File: src/rtl/eprom_prog_pkg.sv
package eprom_prog_pkg;

   typedef enum logic [2:0] {
      ST_IDLE   = 3'd0,
      ST_SETUP  = 3'd1,
      ST_PULSE  = 3'd2,
      ST_RECOV  = 3'd3,
      ST_VERIFY = 3'd4,
      ST_DONE   = 3'd5
   } seq_st_e;

   function automatic int max2(input int a, input int b);
      return (a > b) ? a : b;
   endfunction

endpackage

File: src/rtl/eprom_prog_timer.sv
module eprom_prog_timer #(
   parameter int CW = 8
) (
   input  logic          clk,
   input  logic          rst_n,
   input  logic          restart,
   input  logic [CW-1:0] limit,
   output logic          expire
);

   logic [CW-1:0] cnt_q;

   assign expire = (cnt_q == (limit - 1'b1));

   always_ff @(posedge clk or negedge rst_n) begin
      if (!rst_n)          cnt_q <= '0;
      else if (restart)    cnt_q <= '0;
      else if (!expire)    cnt_q <= cnt_q + 1'b1;
   end

endmodule

File: src/rtl/eprom_prog_retry.sv
module eprom_prog_retry #(
   parameter int MAX_RETRY = 3
) (
   input  logic clk,
   input  logic rst_n,
   input  logic clear,
   input  logic bump,
   output logic exhausted
);

   localparam int RW = $clog2(MAX_RETRY + 2);

   logic [RW-1:0] used_q;

   assign exhausted = (used_q == RW'(MAX_RETRY));

   always_ff @(posedge clk or negedge rst_n) begin
      if (!rst_n)                  used_q <= '0;
      else if (clear)              used_q <= '0;
      else if (bump && !exhausted) used_q <= used_q + 1'b1;
   end

endmodule

File: src/rtl/eprom_prog_pins.sv
module eprom_prog_pins
   import eprom_prog_pkg::*;
(
   input  seq_st_e st,
   input  logic    inh,
   output logic    vpp_en,
   output logic    ce_n,
   output logic    oe_n,
   output logic    pgm_n,
   output logic    dq_oe,
   output logic    done
);

   logic active;
   logic writing;

   always_comb begin
      active  = (st == ST_SETUP) || (st == ST_PULSE) ||
                (st == ST_RECOV) || (st == ST_VERIFY);
      writing = (st == ST_SETUP) || (st == ST_PULSE) || (st == ST_RECOV);
      vpp_en  = active;
      ce_n    = !(active && !inh);
      oe_n    = !((st == ST_VERIFY) && !inh);
      pgm_n   = (st != ST_PULSE);
      dq_oe   = writing && !inh;
      done    = (st == ST_DONE);
   end

endmodule

File: src/rtl/eprom_prog_seq.sv
module eprom_prog_seq
   import eprom_prog_pkg::*;
#(
   parameter int ADDR_W     = 17,
   parameter int DATA_W     = 16,
   parameter int SETUP_CYC  = 4,
   parameter int PULSE_CYC  = 20000,
   parameter int RECOV_CYC  = 4,
   parameter int VERIFY_CYC = 4,
   parameter int MAX_RETRY  = 3
) (
   input  logic              clk,
   input  logic              rst_n,
   input  logic              pwr_good,
   input  logic              req_valid,
   output logic              req_ready,
   input  logic [ADDR_W-1:0] req_addr,
   input  logic [DATA_W-1:0] req_data,
   input  logic              req_inhibit,
   output logic              done,
   output logic              pass,
   output logic              fail,
   output logic              vpp_en,
   output logic [ADDR_W-1:0] mem_addr,
   output logic [DATA_W-1:0] mem_dq_out,
   output logic              mem_dq_oe,
   input  logic [DATA_W-1:0] mem_dq_in,
   output logic              mem_ce_n,
   output logic              mem_oe_n,
   output logic              mem_pgm_n
);

   localparam int MAXC = max2(max2(SETUP_CYC, PULSE_CYC), max2(RECOV_CYC, VERIFY_CYC));
   localparam int CW   = $clog2(MAXC + 1);

   generate
      if (SETUP_CYC < 1)  begin : g_bad_setup  $error("SETUP_CYC must be at least 1");  end
      if (PULSE_CYC < 1)  begin : g_bad_pulse  $error("PULSE_CYC must be at least 1");  end
      if (RECOV_CYC < 1)  begin : g_bad_recov  $error("RECOV_CYC must be at least 1");  end
      if (VERIFY_CYC < 1) begin : g_bad_verify $error("VERIFY_CYC must be at least 1"); end
      if (MAX_RETRY < 0)  begin : g_bad_retry  $error("MAX_RETRY must not be negative"); end
      if (ADDR_W < 1 || DATA_W < 1) begin : g_bad_width $error("widths must be positive"); end
   endgenerate

   seq_st_e           st_q, st_nxt;
   logic [ADDR_W-1:0] addr_q;
   logic [DATA_W-1:0] data_q;
   logic              inh_q;
   logic              res_pass_q, res_fail_q;
   logic [CW-1:0]     limit;
   logic              expire;
   logic              restart;
   logic              exhausted;
   logic              accept;
   logic              match;
   logic              bump;
   logic              verify_end;

   assign req_ready  = (st_q == ST_IDLE) && pwr_good;
   assign accept     = req_valid && req_ready;
   assign match      = (mem_dq_in == data_q);
   assign verify_end = (st_q == ST_VERIFY) && expire;
   assign bump       = verify_end && !match && !exhausted;
   assign restart    = (st_nxt != st_q);

   always_comb begin
      case (st_q)
         ST_SETUP:  limit = CW'(SETUP_CYC);
         ST_PULSE:  limit = CW'(PULSE_CYC);
         ST_RECOV:  limit = CW'(RECOV_CYC);
         ST_VERIFY: limit = CW'(VERIFY_CYC);
         default:   limit = CW'(1);
      endcase
   end

   always_comb begin
      st_nxt = st_q;
      case (st_q)
         ST_IDLE:   if (accept) st_nxt = ST_SETUP;
         ST_SETUP:  if (expire) st_nxt = ST_PULSE;
         ST_PULSE:  if (expire) st_nxt = inh_q ? ST_DONE : ST_RECOV;
         ST_RECOV:  if (expire) st_nxt = ST_VERIFY;
         ST_VERIFY: if (expire) st_nxt = (match || exhausted) ? ST_DONE : ST_SETUP;
         ST_DONE:   st_nxt = ST_IDLE;
         default:   st_nxt = ST_IDLE;
      endcase
   end

   always_ff @(posedge clk or negedge rst_n) begin
      if (!rst_n) begin
         st_q       <= ST_IDLE;
         addr_q     <= '0;
         data_q     <= '0;
         inh_q      <= 1'b0;
         res_pass_q <= 1'b0;
         res_fail_q <= 1'b0;
      end else begin
         st_q <= st_nxt;
         if (accept) begin
            addr_q     <= req_addr;
            data_q     <= req_data;
            inh_q      <= req_inhibit;
            res_pass_q <= 1'b0;
            res_fail_q <= 1'b0;
         end else if (verify_end) begin
            res_pass_q <= match;
            res_fail_q <= !match && exhausted;
         end
      end
   end

   eprom_prog_timer #(.CW(CW)) u_timer (
      .clk     (clk),
      .rst_n   (rst_n),
      .restart (restart),
      .limit   (limit),
      .expire  (expire)
   );

   eprom_prog_retry #(.MAX_RETRY(MAX_RETRY)) u_retry (
      .clk       (clk),
      .rst_n     (rst_n),
      .clear     (accept),
      .bump      (bump),
      .exhausted (exhausted)
   );

   eprom_prog_pins u_pins (
      .st     (st_q),
      .inh    (inh_q),
      .vpp_en (vpp_en),
      .ce_n   (mem_ce_n),
      .oe_n   (mem_oe_n),
      .pgm_n  (mem_pgm_n),
      .dq_oe  (mem_dq_oe),
      .done   (done)
   );

   assign mem_addr   = addr_q;
   assign mem_dq_out = data_q;
   assign pass       = done && res_pass_q;
   assign fail       = done && res_fail_q;


   vpp_pg_chk: assert property (@(posedge clk) disable iff (!rst_n)
      vpp_en |-> pwr_good);


   vpp_rise_chk: assert property (@(posedge clk) disable iff (!rst_n)
      $rose(vpp_en) |-> $past(req_valid && req_ready));


   bus_turn_chk: assert property (@(posedge clk) disable iff (!rst_n)
      mem_dq_oe |-> mem_oe_n);


   pulse_mode_chk: assert property (@(posedge clk) disable iff (!rst_n)
      !mem_pgm_n |-> (vpp_en && mem_oe_n));


   verify_mode_chk: assert property (@(posedge clk) disable iff (!rst_n)
      !mem_oe_n |-> (!mem_ce_n && mem_pgm_n && vpp_en && !mem_dq_oe));


   res_excl_chk: assert property (@(posedge clk) disable iff (!rst_n)
      (pass || fail) |-> (done && !(pass && fail)));


   inh_quiet_chk: assert property (@(posedge clk) disable iff (!rst_n)
      ((st_q != ST_IDLE) && inh_q) |-> (mem_ce_n && !mem_dq_oe));


   addr_hold_chk: assert property (@(posedge clk) disable iff (!rst_n)
      ((st_q != ST_IDLE) && ($past(st_q) != ST_IDLE)) |-> ($stable(mem_addr) && $stable(mem_dq_out)));


   ready_idle_chk: assert property (@(posedge clk) disable iff (!rst_n)
      req_ready |-> (!vpp_en && !done));

endmodule

File: config.mk
export PLATFORM = sky130hd
export DESIGN_NAME = eprom_prog_seq
export DESIGN_NICKNAME = d
export VERILOG_FILES = /design/src/rtl/eprom_prog_pkg.sv /design/src/rtl/eprom_prog_timer.sv /design/src/rtl/eprom_prog_retry.sv /design/src/rtl/eprom_prog_pins.sv /design/src/rtl/eprom_prog_seq.sv
export SDC_FILE = /design/constraint.sdc
export NUM_CORES = 1
export LEC_CHECK = 0
export ABC_CLOCK_PERIOD_IN_PS = 3100
export BUFFER_PORTS_ARGS = -buffer_cell sky130_fd_sc_hd__buf_2
export CAP_MARGIN = 30
export CORE_AREA = 2 2 101 64
export DETAILED_ROUTE_END_ITERATION = 12
export DIE_AREA = 0 0 103 66
export MAX_ROUTING_LAYER = met4
export PLACE_DENSITY_LB_ADDON = 0.1
export SYNTH_ARGS = -nofsm -noshare
export SYNTH_HDL_FRONTEND = slang
export SYNTH_SLANG_ARGS = --single-unit
File: constraint.sdc
create_clock -name clk -period 3.1 [get_ports clk]
set_input_delay 0.62 -clock clk [delete_from_list [all_inputs] [get_ports clk]]
set_output_delay 0.62 -clock clk [all_outputs]
set_load 0.01 [all_outputs]
# ---- After elaboration in Yosys (flattened, before gate mapping)
# Cells that the tools add are included.
dict set report totals {
  ff_bits 57
  output_inout_bits 42
  elab_cells 64
}
dict set report classes {
  n_addsub 3
  n_eq_ne 11
  muxes 17
  reduce_logical 25
}
# cell count
set op_table {}
lappend op_table {{15-bit 2-to-1 mux} 2}
lappend op_table {{15-bit one-hot mux with 2 select lines} 1}
lappend op_table {{3-bit 2-to-1 mux} 9}
lappend op_table {{16-bit == test} 1}
lappend op_table {{15-bit by 1-bit adder with 15-bit output (second input constant)} 1}
lappend op_table {{15-bit == test} 1}
lappend op_table {{3-bit one-hot mux with 5 select lines} 1}
lappend op_table {{15-bit by 1-bit subtractor with 15-bit output (second input constant)} 1}
lappend op_table {{1-bit logical AND} 12}
lappend op_table {{3-bit by 2-bit == test with 1-bit output (second input constant)} 3}
lappend op_table {{3-bit == test (second input constant)} 2}
lappend op_table {{1-bit logical NOT} 5}
lappend op_table {{1-bit logical OR} 4}
lappend op_table {{1-bit 2-to-1 mux} 4}
lappend op_table {{2-bit nonzero test} 2}
lappend op_table {{3-bit by 1-bit adder with 3-bit output (second input constant)} 1}
lappend op_table {{3-bit by 1-bit == test with 1-bit output (second input constant)} 1}
lappend op_table {{3-bit logical NOT} 1}
lappend op_table {{3-bit by 2-bit != test with 1-bit output (second input constant)} 1}
lappend op_table {{3-bit != test} 1}
lappend op_table {{3-bit OR reduction} 1}
lappend op_table {{2-bit by 1-bit != test with 1-bit output (second input constant)} 1}

# ---- Logic depth before layout (Yosys ltp)
dict set report depth {
  ltp_word 11
  depth_mapped 8
  ltp_nobuf 7
}

# ---- Modules after synthesis
# A second synthesis with hierarchy kept.
dict set report unflattened {
  cells_unflattened 379
  area_unflattened_um2 3318.2
}
# mod n_inst cells_per_inst area_per_inst_um2 seq_area_each_um2
set by_module_without_submodules {}
lappend by_module_without_submodules {eprom_prog_seq 1 204 1818.0 975.9}
lappend by_module_without_submodules {eprom_prog_timer 1 151 1265.0 375.4}
lappend by_module_without_submodules {eprom_prog_retry 1 15 177.7 75.1}
lappend by_module_without_submodules {eprom_prog_pins 1 9 57.6 0.0}

# ---- Worst setup path after synthesis
# Ideal clock, no wire load.
dict set report synth_path {
  kind {register to register}
  startpoint {register st_q[2]}
  endpoint {register u_retry.used_q[0]}
  t_arrival_ns 2.482
  required_ns 2.973
  setup_slack_ns 0.491
  path_stages_with_launch 9
  path_buffers 1
  period_less_slack_ns 2.609
  cell_sequence {dfrtp_1 -> clkbuf_1 -> or3b_2 -> ha_1 -> and3_1 -> o2111ai_1 -> a211oi_4 -> nand3_1 -> mux2i_1}
}
dict set report synth_between {
  elab_chain_cells 10
}
# item line
set synth_rtl {}
lappend synth_rtl {{from (decl)} eprom_prog_seq.sv:45} ;# seq_st_e st_q, st_nxt;
lappend synth_rtl {{from (signal assigned)} eprom_prog_seq.sv:98} ;# st_q <= st_nxt;
lappend synth_rtl {{3-bit == test (tied with other cells)} {eprom_prog_seq.sv:62, eprom_prog_seq.sv:67}}
lappend synth_rtl {{3-bit OR reduction (no source line)} n/a}
lappend synth_rtl {{15-bit one-hot mux with 2 select lines} eprom_prog_seq.sv:67} ;# case (st_q)
lappend synth_rtl {{15-bit by 1-bit subtractor with 15-bit output} eprom_prog_timer.sv:13} ;# assign expire = (cnt_q == (limit - 1'b1));
lappend synth_rtl {{15-bit == test} eprom_prog_timer.sv:13}
lappend synth_rtl {{1-bit logical AND} eprom_prog_seq.sv:62} ;# assign verify_end = (st_q == ST_VERIFY) && expire;
lappend synth_rtl {{1-bit logical AND (2 in a row)} eprom_prog_seq.sv:63} ;# assign bump = verify_end && !match && !exhausted;
lappend synth_rtl {{1-bit logical AND} eprom_prog_retry.sv:20} ;# else if (bump && !exhausted) used_q <= used_q + 1'b1;
lappend synth_rtl {{2-bit nonzero test (no source line)} n/a}
lappend synth_rtl {{to (signal assigned)} eprom_prog_retry.sv:20}
lappend synth_rtl {{to (decl)} eprom_prog_retry.sv:13} ;# logic [RW-1:0] used_q;
# Several ways; a longest one is shown, not always the timed one.
# A chain may end at the register's enable or synchronous reset.

# ---- Final worst setup path
dict set report layout_path {
  startpoint {register st_q[1]}
  endpoint {register u_retry.used_q[1]}
}
# Same word-level chain as after synthesis.

==> metrics.md <==
| Metric | Value |
|---|---|
| Outcome | `completed` |
| WS Path Type | `register to register` |
| Port Buffers | `95` |
| Max-slew headroom | `0.541` |
| Initial DRC count | `107` |
| Num Clock Sinks | `57` |
| Chip width | `103 um` |
| Net count after synthesis | `375` |
| Register area share after synthesis | `0.500` |
| Synth async-reset ratio | `1.00` |
| P_int | `1.75 mW` |
| RSZ-0062 raised after global routing | `false` |
| Ant. Diodes | `0` |
| PwrDens | `approximately 800 nW/um^2` |
| Setup TNS | `0 ns` |
| Synth top area share | `0.500` |
| Cell Area, Synth | `2850 um^2` |
| Synthesized area per cell | `~9.0 um^2` |
| Area Growth Syn to Fin | `25.8%` |
| All-layer global routing usage | `0.224` |
| Yosys top cell by area | `dfrtp_1` |
| Maxcap violations | `0` |
| Top-count cell post-synth | `nand2_1` |
| Die ar. | `6800 um^2` |
| HP Class | `primary input to async pin` |
| Leakage power | `1.90 nW` |
| Post-CTS Resized | `0` |
| Final core occ | `0.609` |
| Final estimated routing congestion in global placement | `roughly 0.84` |
| DR vias | `2456` |
| Worst-path clk slew | `0.06 ns` |
| HPWL after DPL | `roughly 4900 um` |
| Vias/cell | `4.83` |
| Largest net degree at the start of global routing | `35` |
| Global-route wire length before repair | `11200 um` |
| Final Hold Fails | `0` |
| Synthesized instance count | `317` |
| Core outline area | `5890 um^2` |
| Post-synth top cells | `116 x nand2_1, 57 x dfrtp_1, 23 x xor2_1` |
| EDFF count, synth | `0` |
| Ys flop type | `dfrtp_1` |
| DRC errors left | `0` |
| Nets | `between 400 and 500` |
| Cts hold-fix bufs | `0` |
| Startpoint Class | `register` |
| Synth area leaders | `dfrtp_1 50%, nand2_1 15%, xor2_1 7.1%` |
| Initial Util | `0.484` |
| Level count of the clock H-tree | `3` |
| Fin crit period | `2.86 ns` |
| Layout cells sized above 1 | `0.311` |
| CP Capture Type | `register` |
| Register share of total power | `0.422` |
| Seq cells post-synth | `57` |
| Distinct cells, synth | `40` |
| YS warnings | `0` |
| Post-route setup slack | `0.235 ns` |
| Worst slew pin tran | `just under 0.7 ns` |
| Peak supply drop | `about 0.40 mV` |
| Inserted Clock Buffers | `9` |
| Final setup violation count | `0` |
| Max clock buf depth | `2` |
| Post-Route WL | `6660 um` |
| Clock power share | `0.200` |
| Die Ht | `66 um` |
| M1 GR Usage | `0.331` |
| Vias in the first global route | `approximately 2400` |
| Final Slew Violations | `0` |
| Critical path arrival | `3.08 ns` |
| Dpl ws | `0.234 ns` |
| Clk root buf | `clkbuf_8` |
| NetSw | `1.13 mW` |
| Fmax | `349 MHz` |
| DR pass1 iterations | `4` |
| WP data required | `3.31 ns` |
| CP max FO | `11` |
| DRT antenna net count | `0` |
| Period utilization | `0.924` |
| GR peak layer | `met1` |
| Met3 Use GR | `0.0655` |
| Routed len/inst | `13.1 um` |
| Clock skew | `0.00754 ns` |
| Initial antenna violation count | `0` |
| Switching part of the total | `0.394` |
| FP Rows | `22` |
| I/O Pins | `96` |
| Skew-Pair Late Insertion Delay | `0.34 ns` |
| CTS tree | `done` |
| GR Util met2 | `0.295` |
| Comb power frac | `0.377` |
| Global route overflow | `0` |
| Postcts setup bufs | `0` |
==> power by group through the flow <==
stage	Combinational, mW	Clock [mW]	Sequential, mW
finish	1.09	0.577	1.22
detailed placement	1.10	0	1.22
CTS	1.10	0.598	1.21
global route	1.22	0.632	1.25
global placement	1.08	0	1.22
floorplan	0.625	0	1.26
==> routing by layer <==
layer  part of all wire  routed length (um)
met1               0.52                3440
met2               0.41                2740
met3              0.058                 388
met4              0.013                  84
met5                  0                   0
==> flip-flops by register name (all words and copies together) (netlist names) <==
| name | flops |
|---|---|
| inh_q | 1 |
| mem_addr | 17 |
| mem_dq_out | 16 |
| res_fail_q | 1 |
| res_pass_q | 1 |
| st_q | 3 |
| u_retry.used_q | 3 |
| u_timer.cnt_q | 15 |
==> cell families (layout without fill, tap and decap cells) <==
group | count (synthesis) | after routing | share of synthesized area
fa+ha+maj | 4 | 4 | 0.0176
compound gates | 22 | 22 | 0.0584
mux | 5 | 5 | 0.0193
buf+inv | 17 | 124 | 0.0281
simple gates | 183 | 183 | 0.289
xor+xnor | 28 | 28 | 0.0860
other cells | 1 | 1 | 0.00132
flops | 57 | 57 | 0.500
==> layout make-up <==
| type | instances | area, um^2 |
|---|---|---|
| inverter | 5 | 18.8 |
| clock inverter | 3 | 17.5 |
| tap | 84 | 105 |
| fill | 556 | 2300 |
| multi-input combinational | 243 | 1350 |
| clock buffer | 13 | 139 |
| sequential | 57 | 1430 |
| timing repair buffer | 103 | 536 |
==> through the flow <==
stage | instances | cell area [um^2] | power, mW | hold slack (ns)
after floorplan | 317 | 2850 | 1.89 | 0.324
after global placement | 492 | 3430 | 2.30 | 0.454
after detailed placement | 492 | 3430 | 2.32 | 0.457
after CTS | 508 | 3590 | 2.91 | 0.231
after global routing | 508 | 3590 | 3.10 | 0.258
final | 508 | 3590 | 2.88 | 0.229
==> cell usage in the layout (no fill, tap or decap), drive strengths merged, types with 3 or more instances in the layout <==
cell type,instances
nand2,116
buf,103
dfrtp,57
xor2,23
nor2,19
clkbuf,13
nand3,10
nor3,9
and2,6
inv,5
o21ai,5
nor4,5
a21oi,5
xnor2,5
or3,4
mux2i,4
ha,4
and3,3
nand4,3
and4,3
==> final timing paths <==
path / start / to / slack [ns] / cells past startpoint
setup / recovery: st_q[1] / u_retry.used_q[1] / 0.24 / 7
hold / removal: rst_n / mem_dq_out[11] / 0.23 / 1
setup reg to reg: st_q[1] / u_retry.used_q[1] / 0.24 / 7
hold reg to reg: mem_addr[3] / mem_addr[3] / 0.46 / 2
max in group asynchronous: rst_n / u_retry.used_q[1] / 2.18 / 2
min in group clk: req_addr[5] / mem_addr[5] / 0.46 / 3
==> critical path: stages (launching register included) <==
cell       delay, ns
dfrtp_1         0.54
or3b_2          0.49
ha_1            0.32
and3_1          0.16
o2111ai_1       0.30
a211oi_4        0.48
nand3_1         0.28
mux2i_1         0.18
Power figures use the tool's default switching activity.
